==> src/rtl/bridge_mon_pkg.sv <==
package bridge_mon_pkg;
  localparam int PHASE_W = 4;
  localparam int ID_W    = 3;
  localparam int N_DET   = 4;
  localparam int N_LAMP  = 4;

  typedef enum logic [PHASE_W-1:0] {
    ST_IDLE    = 4'd0,
    ST_A_ALIGN = 4'd1,
    ST_A_START = 4'd2,
    ST_A_RUN   = 4'd3,
    ST_A_EXIT  = 4'd4,
    ST_B_ALIGN = 4'd5,
    ST_B_START = 4'd6,
    ST_B_RUN   = 4'd7,
    ST_B_EXIT  = 4'd8
  } phase_e;
endpackage

==> src/rtl/bridge_phase_fsm.sv <==
module bridge_phase_fsm
  import bridge_mon_pkg::*;
(
  input  logic              clk_i,
  input  logic              rst_ni,
  input  logic [1:0]        req_i,
  input  logic [N_DET-1:0]  det_i,
  input  logic              switch_i,
  output phase_e            phase_o
);
  phase_e state_q, state_d;

  always_comb begin
    state_d = state_q;
    case (state_q)
      ST_IDLE: begin
        if (req_i[0])      state_d = ST_A_ALIGN;  // route A has priority
        else if (req_i[1]) state_d = ST_B_ALIGN;
      end
      ST_A_ALIGN: if (switch_i)             state_d = ST_A_START;
      ST_A_START: if (det_i[0])             state_d = ST_A_RUN;
      ST_A_RUN:   if (det_i[2])             state_d = ST_A_EXIT;
      ST_A_EXIT:  if (!det_i[0] && !det_i[2]) state_d = ST_IDLE;
      ST_B_ALIGN: if (!switch_i)            state_d = ST_B_START;
      ST_B_START: if (det_i[1])             state_d = ST_B_RUN;
      ST_B_RUN:   if (det_i[3])             state_d = ST_B_EXIT;
      ST_B_EXIT:  if (!det_i[1] && !det_i[3]) state_d = ST_IDLE;
      default:                              state_d = ST_IDLE;
    endcase
  end

  always_ff @(posedge clk_i or negedge rst_ni) begin
    if (!rst_ni) state_q <= ST_IDLE;
    else         state_q <= state_d;
  end

  assign phase_o = state_q;

  p_req_priority_r2: assert property (@(posedge clk_i) disable iff (!rst_ni)
    (state_q == ST_IDLE && req_i[0]) |=> (state_q == ST_A_ALIGN));
  p_a_exit_hold_r3: assert property (@(posedge clk_i) disable iff (!rst_ni)
    (state_q == ST_A_EXIT && (det_i[0] || det_i[2])) |=> (state_q == ST_A_EXIT));
  p_b_exit_hold_r4: assert property (@(posedge clk_i) disable iff (!rst_ni)
    (state_q == ST_B_EXIT && (det_i[1] || det_i[3])) |=> (state_q == ST_B_EXIT));
  p_legal_phase_r1: assert property (@(posedge clk_i) disable iff (!rst_ni)
    (state_q <= ST_B_EXIT));
endmodule

==> src/rtl/bridge_rule_check.sv <==
module bridge_rule_check
  import bridge_mon_pkg::*;
(
  input  phase_e            phase_i,
  input  logic [N_LAMP-1:0] lamp_i,
  input  logic              switch_i,
  output logic [ID_W-1:0]   code_o
);
  logic a_set, b_set;
  assign a_set = switch_i;
  assign b_set = !switch_i;

  // 0 = no breach; otherwise the rule number
  always_comb begin
    code_o = '0;
    case (phase_i)
      ST_IDLE:    if (|lamp_i)                                      code_o = 3'd1;
      ST_A_START: if (!a_set || lamp_i[1] || lamp_i[3])              code_o = 3'd2;
      ST_A_RUN:   if (!a_set || lamp_i[0] || lamp_i[1] || lamp_i[3]) code_o = 3'd3;
      ST_A_EXIT:  if (!a_set || |lamp_i)                            code_o = 3'd4;
      ST_B_START: if (!b_set || lamp_i[0] || lamp_i[2])              code_o = 3'd5;
      ST_B_RUN:   if (!b_set || lamp_i[0] || lamp_i[1] || lamp_i[2]) code_o = 3'd6;
      ST_B_EXIT:  if (!b_set || |lamp_i)                            code_o = 3'd7;
      default:                                                      code_o = '0;
    endcase
  end
endmodule

==> src/rtl/bridge_viol_latch.sv <==
module bridge_viol_latch
  import bridge_mon_pkg::*;
(
  input  logic            clk_i,
  input  logic            rst_ni,
  input  logic [ID_W-1:0] code_i,
  output logic            viol_o,
  output logic [ID_W-1:0] id_o
);
  logic            viol_q;
  logic [ID_W-1:0] id_q;

  always_ff @(posedge clk_i or negedge rst_ni) begin
    if (!rst_ni) begin
      viol_q <= 1'b0;
      id_q   <= '0;
    end else if (!viol_q && code_i != '0) begin
      viol_q <= 1'b1;
      id_q   <= code_i;
    end
  end

  assign viol_o = viol_q;
  assign id_o   = id_q;

  p_sticky_r9: assert property (@(posedge clk_i) disable iff (!rst_ni)
    viol_q |=> (viol_q && $stable(id_q)));
  p_first_id_r9: assert property (@(posedge clk_i) disable iff (!rst_ni)
    (!viol_q && code_i != '0) |=> (viol_q && id_q == $past(code_i)));
  p_id_present_r9: assert property (@(posedge clk_i) disable iff (!rst_ni)
    viol_q |-> (id_q != '0));
endmodule

==> src/rtl/bridge_excl_monitor.sv <==
module bridge_excl_monitor
  import bridge_mon_pkg::*;
(
  input  logic              clk_i,
  input  logic              rst_ni,
  input  logic [1:0]        req_i,
  input  logic [N_DET-1:0]  det_i,
  input  logic [N_LAMP-1:0] lamp_i,
  input  logic              switch_i,
  output logic [PHASE_W-1:0] phase_o,
  output logic              viol_o,
  output logic [ID_W-1:0]   viol_id_o
);
  phase_e          phase;
  logic [ID_W-1:0] code;

  bridge_phase_fsm i_fsm (
    .clk_i    (clk_i),
    .rst_ni   (rst_ni),
    .req_i    (req_i),
    .det_i    (det_i),
    .switch_i (switch_i),
    .phase_o  (phase)
  );

  bridge_rule_check i_rules (
    .phase_i  (phase),
    .lamp_i   (lamp_i),
    .switch_i (switch_i),
    .code_o   (code)
  );

  bridge_viol_latch i_latch (
    .clk_i  (clk_i),
    .rst_ni (rst_ni),
    .code_i (code),
    .viol_o (viol_o),
    .id_o   (viol_id_o)
  );

  assign phase_o = phase;

  p_idle_dark_r5: assert property (@(posedge clk_i) disable iff (!rst_ni)
    (phase == ST_IDLE && lamp_i != '0 && !viol_o) |=> (viol_o && viol_id_o == 3'd1));
  p_align_quiet_r8: assert property (@(posedge clk_i) disable iff (!rst_ni)
    ((phase == ST_A_ALIGN || phase == ST_B_ALIGN) && !viol_o) |=> !viol_o);
  p_a_exit_dark_r6: assert property (@(posedge clk_i) disable iff (!rst_ni)
    (phase == ST_A_EXIT && lamp_i != '0 && !viol_o) |=> (viol_id_o == 3'd4));
  p_b_exit_dark_r7: assert property (@(posedge clk_i) disable iff (!rst_ni)
    (phase == ST_B_EXIT && lamp_i != '0 && !viol_o) |=> (viol_id_o == 3'd7));
endmodule

==> config.mk <==
export PLATFORM = sky130hd
export DESIGN_NAME = bridge_excl_monitor
export DESIGN_NICKNAME = d
export VERILOG_FILES = /design/src/rtl/bridge_mon_pkg.sv /design/src/rtl/bridge_phase_fsm.sv /design/src/rtl/bridge_rule_check.sv /design/src/rtl/bridge_viol_latch.sv /design/src/rtl/bridge_excl_monitor.sv
export SDC_FILE = /design/constraint.sdc
export NUM_CORES = 1
export LEC_CHECK = 0
export ABC_AREA = 1
export BUFFER_PORTS_ARGS = -buffer_cell sky130_fd_sc_hd__buf_2
export CAP_MARGIN = 25
export CORE_MARGIN = 2
export CORE_UTILIZATION = 35
export DETAILED_ROUTE_END_ITERATION = 8
export HOLD_SLACK_MARGIN = 0.1
export PLACE_DENSITY = 0.61
export SKIP_CTS_REPAIR_TIMING = 1
export SYNTH_ARGS = -nofsm -noshare
export SYNTH_HDL_FRONTEND = slang
export SYNTH_SLANG_ARGS = --single-unit
export TNS_END_PERCENT = 1
==> constraint.sdc <==
create_clock -name clk_i -period 3 [get_ports clk_i]
set_input_delay 0.15 -clock clk_i [delete_from_list [all_inputs] [get_ports clk_i]]
set_output_delay 0.15 -clock clk_i [all_outputs]
set_load 0.05 [all_outputs]
==> flow_summary.toml, run 1 <==
[setup_path]
path_max_fanout = 7
cpMaxStageDelayCell = "dfrtp_1"
rr_endpoint = "i_fsm.phase_o[3]$_DFFE_PN0P_"
r2r_setup_slack_ps = 1510
cp_top_family = "simple AND/OR/NAND/NOR gates"
critPathBufInv = 1
worstRegToRegCells = 8
crit_arrival_ps = 1620
end_kind = "flip-flop"
critPathKind = "reg -> reg"
crit_path_start_kind = "flip-flop"
crit_chain = "nor2_1 > nand2_1 > nor2_1 > inv_1 > o21ai_1 > nor2_2 > nand3_1 > nand2_1"
cp_data_required_time_ps = 3130
reg2reg_from = "i_fsm.phase_o[2]$_DFFE_PN0P_"
slowest_delay_ps = 480

[placed_design]
place_inst = 151
place_congestion = 0.8872
io_buffers = 20
post_dp_cell_area_um2 = 785.8
place_hpwl_mm = 1.279

[pwr]
leakage_uw = 0.0004683
switching_power_uw = 432.4
power_density_nw_per_um2 = 948.3
switching_share_pct = 55.72
p_int_uw = 343.6
power_frac_clock_pct = 10.4
power_frac_comb_pct = 66.7
vdd_drop_max_mv = 0.5165
seqPwrFrac_pct = 23.0

[final_layout]
area_growth_pct = 25.05
layout-drive-gt1-share_pct = 34.62
fin_nets = 145
instances_no_fill = 155
design_area_um2 = 818.3
diodes = 0

[sta]
period_minus_slack_ps = 1490
rsz0062_at_grt = "no"
clock_skew_ps = 3.150
slew_violations = 0
finalSetupViolations = 0
fmax_ghz = 0.6713
relSlewSlack_pct = 80.50
hold_viol = 0
tns_ps = 0
timing.final.crit_share_pct = 49.65
worst_slew_pin_slew_ps = 292.6

[synthesis]
yosysWarnings = 0
yosysTopAreaCell = "dfrtp_1"
synth_common_cells = "nand2_1 (35), nand3_1 (13), inv_1 (11)"
postSynthAreaPerCell_um2 = 6.173
synth_top_area_share_pct = 30.59
netlist-cell-type-count = 15
synthFlopType = "dfrtp_1"
async_flop_share_pct = 100.0
synth_seq_area_share_pct = 30.59
syn_area_um2 = 654.4
syn_nets = 119
synth-seq-cells = 8
yosysMostFrequentCell = "nand2_1"
synth_edf_count = 0
synth_area_leaders = "dfrtp_1 (31%), nand2_1 (20%), nand3_1 (9.9%)"
synthCells = 106

[hold_path]
min_path_type = "in -> reg"
hold_end = "i_fsm.phase_o[3]$_DFFE_PN0P_"
hp-start = "det_i[3]"
min_delay_path_depth = 3

[die]
rows = 15
dieWidth_um = 47.24
num_io_pins = 21
initial_core_util_pct = 37.49
dieHeight_um = 47.24
core_area_um2 = 1745
die-area_um2 = 2232

[detailed_routing]
avgRoutedWirePerCell_um = 9.710
drt_iter0_drc = 14
drc = 0
drt-total-wl_mm = 1.505
num_vias = 721
vias_per_cell = 4.652
drtAntennaViolNets = 0
dr.pass1.iters = 4

[status]
status = "complete, no violations"

[clock_tree]
cts.root.buffer_cell = "clkbuf_4"
cts_made_buffers = 3
cts.sinks = 8
htree_levels = 1
cts-root-to-sink-buffers = 2
clk_pin_slew_ps = 50
cts_tree = "yes"
insertion_delay_ps = 250

[global_routing]
grt.overflow.total = 0
antenna_found_initial = 0
grt_pass1_vias = 660
grt_use_total_pct = 15.94
grt_max_degree = 9
grt_pass1_wl_mm = 2.497

[run]
cap_violations = 0
## worst max-delay path by stage
stage | start | endpoint | slack [ps] | cells after the start
final | i_fsm.phase_o[2]$_DFFE_PN0P_ | i_fsm.phase_o[3]$_DFFE_PN0P_ | 1510 | 8
after global routing | i_fsm.phase_o[2]$_DFFE_PN0P_ | i_fsm.phase_o[3]$_DFFE_PN0P_ | 1360 | 8
after CTS | i_fsm.phase_o[2]$_DFFE_PN0P_ | i_fsm.phase_o[3]$_DFFE_PN0P_ | 1510 | 8
after detailed placement | i_fsm.phase_o[2]$_DFFE_PN0P_ | i_fsm.phase_o[3]$_DFFE_PN0P_ | 1530 | 8
after global placement | i_fsm.phase_o[2]$_DFFE_PN0P_ | i_fsm.phase_o[3]$_DFFE_PN0P_ | 1560 | 8
after floorplan | i_fsm.phase_o[0]$_DFFE_PN0P_ | i_latch.id_o[1]$_DFFE_PN0P_ | 1380 | 9
## power groups by stage
stage / combinational (uW) / sequential [uW] / clock [uW]
6_report: 517 / 178 / 80.3
5_1_grt: 586 / 181 / 90.9
4_1_cts: 521 / 178 / 82.2
3_5_place_dp: 517 / 179 / 0
3_3_place_gp: 512 / 177 / 0
2_1_floorplan: 336 / 251 / 0
## per-layer routing
metal	track usage, %	part of all wire [%]	vias to the layer above
li1	-	-	385
met1	16.98	42	311
met2	28.92	52	22
met3	6.154	4.9	3
met4	4.444	1.4	0
met5	0	0	-
## worst register-to-register path, delay by kind of cell (launching register included)
kind | cells | cell delay (ps)
AOI/OAI and AO/OA | 1 | 150
buffers and inverters | 1 | 60
DFF | 1 | 480
and+or+nand+nor | 6 | 680
## layout make-up
class                      instances  area (um^2)
fill                             193        927.1
multi-input combinational         83        397.9
sequential                         8        200.2
timing repair buffer              21        110.1
inverter                          15        56.30
tap                               25        31.28
clock buffer                       3        22.52
## layout by cell type (no fill, tap or decap), drive strengths merged
cell	synthesis	routed
clkbuf	0	3
nand3	14	14
nor3b	2	2
a211oi	1	1
nor2	17	17
nand2	42	42
dfrtp	8	8
dlygate4sd3	0	1
o21ai	6	6
a21oi	1	1
buf	0	20
inv	15	15
## flip-flops by register name, summed over array words and instances (netlist names)
register,cells
i_fsm.phase_o,4
i_latch.id_o,3
i_latch.viol_o,1
## kinds of logic (layout without fill, tap and decap cells)
kind of cell           count (synthesis)  count (layout)  share of synthesized area (%)
AOI/OAI and AO/OA                      8               8                          7.074
buffers and inverters                 15              39                          8.604
DFF                                    8               8                          30.59
and+or+nand+nor                       75              75                          53.73
## metrics by stage
step | util [%] | setup slack (ps) | hold slack [ps] | power, uW
2_1_floorplan | - | 1382 | -145.6 | 587.2
3_3_place_gp | 45.02 | 1565 | -2.988 | 689.9
3_5_place_dp | 45.02 | 1526 | 2.127 | 696.4
4_1_cts | 46.31 | 1513 | -265.7 | 781.2
5_1_grt | 46.88 | 1363 | 226.1 | 857.8
6_report | 46.88 | 1510 | 200.8 | 775.9
Power figures use the tool's default switching activity.
==> inputs of run 2 (changes only) <==
--- a/config.mk
+++ b/config.mk
@@ -12,7 +12,7 @@
 export CORE_UTILIZATION = 35
 export DETAILED_ROUTE_END_ITERATION = 8
 export HOLD_SLACK_MARGIN = 0.1
-export PLACE_DENSITY = 0.61
+export PLACE_DENSITY = 0.63
 export SKIP_CTS_REPAIR_TIMING = 1
 export SYNTH_ARGS = -nofsm -noshare
 export SYNTH_HDL_FRONTEND = slang
==> constraint.sdc (replaced) <==
create_clock -name clk_i -period 1.35 [get_ports clk_i]
set_input_delay 0.0675 -clock clk_i [delete_from_list [all_inputs] [get_ports clk_i]]
set_output_delay 0.0675 -clock clk_i [all_outputs]
set_load 0.05 [all_outputs]
==> flow_summary.toml, run 2 (synthesis gave the netlist of run 1 again) <==
[final_layout]
layout_commonest_cell = "nand2_1"
layout-drive-gt1-share_pct = 53.24
largest_reg_flops = 4
n_fill_cell = 181
final_cell_mix = "nand2_1 (26), buf_2 (20), nand2_2 (15), nand3_1 (13), inv_1 (10)"
diodes = 0
area_growth_pct = 48.95
fin_nets = 153

[setup_path]
rr_endpoint = "i_fsm.phase_o[2]$_DFFE_PN0P_"
crit_arrival_ps = 1520
crit_chain = "inv_2 > nand2_4 > nor2_4 > buf_4 > nand2_2 > nand2_2 > nor2_4 > nand2_2 > nand2_1 > nand2_1"
path_max_fanout = 6
critPathKind = "reg -> reg"
worstRegToRegCells = 10
end_kind = "flip-flop"
crit_top_cell = "nand2_2"
cpMaxStageDelayCell = "dfrtp_2"
reg2reg_from = "i_fsm.phase_o[3]$_DFFE_PN0P_"
r2r_setup_slack_ps = -30
cp_data_required_time_ps = 1500
crit_path_start_kind = "flip-flop"
slowest_delay_ps = 450

[global_routing]
grt_max_degree = 9
grt_pass1_vias = 695
grt_pass1_wl_mm = 2.677
grt.overflow.total = 0
antenna_found_initial = 0
grt_use_total_pct = 17.45

[clock_tree]
cts.root.buffer_cell = "clkbuf_4"
htree_levels = 1
insertion_delay_ps = 260
clk_pin_slew_ps = 50
cts.sinks = 8
cts-root-to-sink-buffers = 2
cts_made_buffers = 3
cts_tree = "yes"

[placed_design]
place_congestion = 0.7798
place_hpwl_mm = 1.389
io_buffers = 20

[detailed_routing]
top_layer = "met3"
dr_wl_met2_um = 994
met3WireLength_um = 59
drt_iter0_drc = 9
drt-total-wl_mm = 1.742
num_vias = 763
wl_met1_um = 689
avgRoutedWirePerCell_um = 10.62
vias_per_cell = 4.652
drtAntennaViolNets = 0
dr.pass1.iters = 4
drc = 0

[sta]
rsz0062_at_grt = "yes"
slew_violations = 0
period_minus_slack_ps = 1377
clock_skew_ps = 2.028
fmax_ghz = 0.7263
relSlewSlack_pct = 83.45
hold_viol = 0
timing.final.crit_share_pct = 102.0
fin_ws_ps = -26.75
hold_slack_ps = 187.4
finalSetupViolations = 2
worst_slew_pin_slew_ps = 250.0

[die]
num_io_pins = 21
dieWidth_um = 47.24
die-area_um2 = 2232
rows = 15
initial_core_util_pct = 37.49
dieHeight_um = 47.24
core_area_um2 = 1745

[pwr]
total_power_uw = 2127
leakage_uw = 0.0005202
switching_share_pct = 53.67
power_density_nw_per_um2 = 2182
switching_power_uw = 1141
power_frac_clock_pct = 9.3
power_frac_comb_pct = 70.8
p_int_uw = 985.3
vdd_drop_max_mv = 1.177
seqPwrFrac_pct = 19.9

[status]
violations = "negative setup slack"
status = "finished with violations"

[run]
cap_violations = 0

[hold_path]
min_path_type = "in -> async"
[run 2: cell types whose count changed in the layout (fill, tap and decap cells not counted), sizes merged]
cell	change
buf	+8
clkbuf	+1
[run 2: power groups by stage]
stage	logic, uW	clock network [uW]	registers [uW]
3_3_place_gp	1290	0	402
4_1_cts	1310	207	402
5_1_grt	1650	224	429
6_report	1510	198	423
2_1_floorplan	788	0	585
3_5_place_dp	1300	0	407
[run 2: final cells by class]
cell class / instances / area (um^2) / share of cell area, %
clock buffer: 4 / 26.28 / 2.696
inverter: 15 / 56.30 / 5.777
multi-input combinational: 83 / 481.7 / 49.42
sequential: 8 / 205.2 / 21.05
tap: 25 / 31.28 / 3.209
timing repair buffer: 29 / 173.9 / 17.84
[run 2: worst max path at each step]
stage / from / to
floorplan: i_fsm.phase_o[3]$_DFFE_PN0P_ / i_latch.id_o[1]$_DFFE_PN0P_
global placement: i_fsm.phase_o[3]$_DFFE_PN0P_ / i_fsm.phase_o[3]$_DFFE_PN0P_
detailed placement: i_fsm.phase_o[3]$_DFFE_PN0P_ / i_fsm.phase_o[3]$_DFFE_PN0P_
CTS: i_fsm.phase_o[3]$_DFFE_PN0P_ / i_fsm.phase_o[3]$_DFFE_PN0P_
global route: i_fsm.phase_o[0]$_DFFE_PN0P_ / i_fsm.phase_o[2]$_DFFE_PN0P_
finish: i_fsm.phase_o[3]$_DFFE_PN0P_ / i_fsm.phase_o[2]$_DFFE_PN0P_
[run 2: metrics by stage]
stage | instances | utilization (%) | cell area, um^2 | setup slack (ps) | setup TNS (ps)
2_1_floorplan | 106 | - | 679.4 | -36.30 | -260.5
3_3_place_gp | 157 | 49.03 | 855.8 | -30.87 | -77.31
3_5_place_dp | 157 | 49.03 | 855.8 | -29.60 | -52.58
4_1_cts | 161 | 50.54 | 882.1 | -33.96 | -86.22
5_1_grt | 164 | 55.84 | 974.7 | -102.7 | -632.7
6_report | 164 | 55.84 | 974.7 | -26.75 | -43.92
[run 2: metal layers]
metal / vias up / GRT usage [%]
met2: 13 / 31.08
li1: 398 / -
met1: 352 / 18.89
met3: 0 / 6.923
met4: 0 / 5.000
met5: - / 0
[run 2: worst max-delay path: cells and delay by family (launching register included)]
kind,cells,cell delay [ps]
AND/OR/NAND/NOR,8,600
flip-flops,1,450
buffers and inverters,2,220
==> inputs of run 3 (changes only) <==
--- a/config.mk
+++ b/config.mk
@@ -13,7 +13,6 @@
 export DETAILED_ROUTE_END_ITERATION = 8
 export HOLD_SLACK_MARGIN = 0.1
 export PLACE_DENSITY = 0.63
-export SKIP_CTS_REPAIR_TIMING = 1
 export SYNTH_ARGS = -nofsm -noshare
 export SYNTH_HDL_FRONTEND = slang
 export SYNTH_SLANG_ARGS = --single-unit
==> flow_summary.toml, run 3 (synthesis gave the netlist of run 1 again) <==
[status]
status = "finished with violations"
violations = "negative setup slack"

[final_layout]
area_growth_pct = 48.95
fin_nets = 153
final_cell_mix = "nand2_1 (26), buf_2 (20), nand2_2 (15), nand3_1 (13), inv_1 (10)"
largest_reg_flops = 4
utilization_pct = 55.84
layout_commonest_cell = "nand2_1"
diodes = 0
layout-drive-gt1-share_pct = 53.24

[detailed_routing]
drt-total-wl_mm = 1.721
drtAntennaViolNets = 0
avgRoutedWirePerCell_um = 10.49
vias_per_cell = 4.646
drt_iter0_drc = 6
drc = 0
dr.pass1.iters = 4
num_vias = 762

[sta]
timing.final.crit_share_pct = 101.7
worst_slew_pin_slew_ps = 250.0
slew_violations = 0
fin_ws_ps = -22.73
hold_viol = 0
rsz0062_at_grt = "yes"
clock_skew_ps = 2.028
period_minus_slack_ps = 1373
tns_ps = -35.87
fmax_ghz = 0.7285
relSlewSlack_pct = 83.45
finalSetupViolations = 2

[pwr]
p_int_uw = 985.1
switching_share_pct = 53.55
power_density_nw_per_um2 = 2176
seqPwrFrac_pct = 19.9
switching_power_uw = 1136
leakage_uw = 0.0005202
power_frac_comb_pct = 70.8
vdd_drop_max_mv = 1.175
power_frac_clock_pct = 9.3

[global_routing]
grt_use_total_pct = 17.60
grt_max_degree = 9
antenna_found_initial = 0
grt.overflow.total = 0
grt_pass1_wl_mm = 2.704
grt_pass1_vias = 707

[placed_design]
place_hpwl_mm = 1.389
place_congestion = 0.7798
place_ws_ps = -29.60
io_buffers = 20

[setup_path]
cp_data_required_time_ps = 1500
path_max_fanout = 6
cpMaxStageDelayCell = "dfrtp_2"
crit_arrival_ps = 1520
critPathBufInv = 2
crit_chain = "inv_2 > nand2_4 > nor2_4 > buf_4 > nand2_2 > nand2_2 > nor2_4 > nand2_2 > nand2_1 > nand2_1"
crit_path_start_kind = "flip-flop"
crit_top_cell = "nand2_2"
cp_top_family = "simple AND/OR/NAND/NOR gates"
slowest_delay_ps = 450
end_kind = "flip-flop"
critPathKind = "reg -> reg"

[clock_tree]
clk_pin_slew_ps = 50
cts_tree = "yes"
cts.root.buffer_cell = "clkbuf_4"
cts.sinks = 8
cts-root-to-sink-buffers = 2
cts_made_buffers = 3
insertion_delay_ps = 260
htree_levels = 1

[die]
die-area_um2 = 2232
core_area_um2 = 1745
initial_core_util_pct = 37.49
dieWidth_um = 47.24
dieHeight_um = 47.24
num_io_pins = 21
rows = 15

[hold_path]
min_path_type = "in -> async"

[run]
cap_violations = 0
[run 3: cell counts in the layout (fill, tap and decap cells not counted)]
Identical to the previous run, type by type.
[run 3: final timing paths]
check / to / startpoint / depth (start not counted) / slack [ps]
worst max-delay path: i_fsm.phase_o[2]$_DFFE_PN0P_ / i_fsm.phase_o[3]$_DFFE_PN0P_ / 10 / -20
worst min-delay path: i_fsm.phase_o[3]$_DFFE_PN0P_ / rst_ni / 2 / 190
worst max register to register: i_fsm.phase_o[2]$_DFFE_PN0P_ / i_fsm.phase_o[3]$_DFFE_PN0P_ / 10 / -20
worst min register to register: i_latch.id_o[0]$_DFFE_PN0P_ / i_latch.id_o[0]$_DFFE_PN0P_ / 2 / 470
max in group asynchronous: i_fsm.phase_o[0]$_DFFE_PN0P_ / rst_ni / 2 / 990
min in group clk_i: i_fsm.phase_o[3]$_DFFE_PN0P_ / det_i[3] / 4 / 210
[run 3: layout make-up]
class                   count  area [um^2]
fillers                   181        770.7
repair buffers             29        173.9
multi-input cells          83        481.7
clock buffers               4        26.28
well taps                  25        31.28
inverters                  15        56.30
flip-flops and latches      8        205.2
[run 3: worst register-to-register path, stage by stage (launching register included)]
cell     delay, ps
dfrtp_2        450
inv_2           80
nand2_4        100
nor2_4          40
buf_4          130
nand2_2         60
nand2_2         60
nor2_4         150
nand2_2         80
nand2_1         60
nand2_1         50
[run 3: repair_timing]
action                                  CTS  global route
buffers inserted                          0             2
endpoints found under the setup margin    7             8
pin swaps                                 0             9
hold endpoints to repair                  8             0
gates resized for setup                   2            19
hold buffers                              1             0
[run 3: routing by layer]
metal	up-vias	routed length (um)	global-route usage (%)
met5	-	0	0
met4	0	0	5.000
met3	0	59	6.923
met2	13	989	31.62
met1	350	672	18.89
li1	399	-	-
[run 3: power by group through the flow]
stage,clock [uW],sequential [uW],combinational (uW)
after global placement,0,402,1290
after detailed placement,0,407,1300
after floorplan,0,585,788
after global routing,224,429,1650
final,198,422,1500
after CTS,207,402,1320
[run 3: metrics by stage]
step / power, uW / std cells / area (um^2) / hold slack (ps)
3_3_place_gp: 1696 / 157 / 855.8 / -84.75
6_report: 2121 / 164 / 974.7 / 187.5
3_5_place_dp: 1712 / 157 / 855.8 / -82.61
2_1_floorplan: 1373 / 106 / 679.4 / -228.1
5_1_grt: 2305 / 164 / 974.7 / 201.3
4_1_cts: 1931 / 162 / 898.4 / 176.4
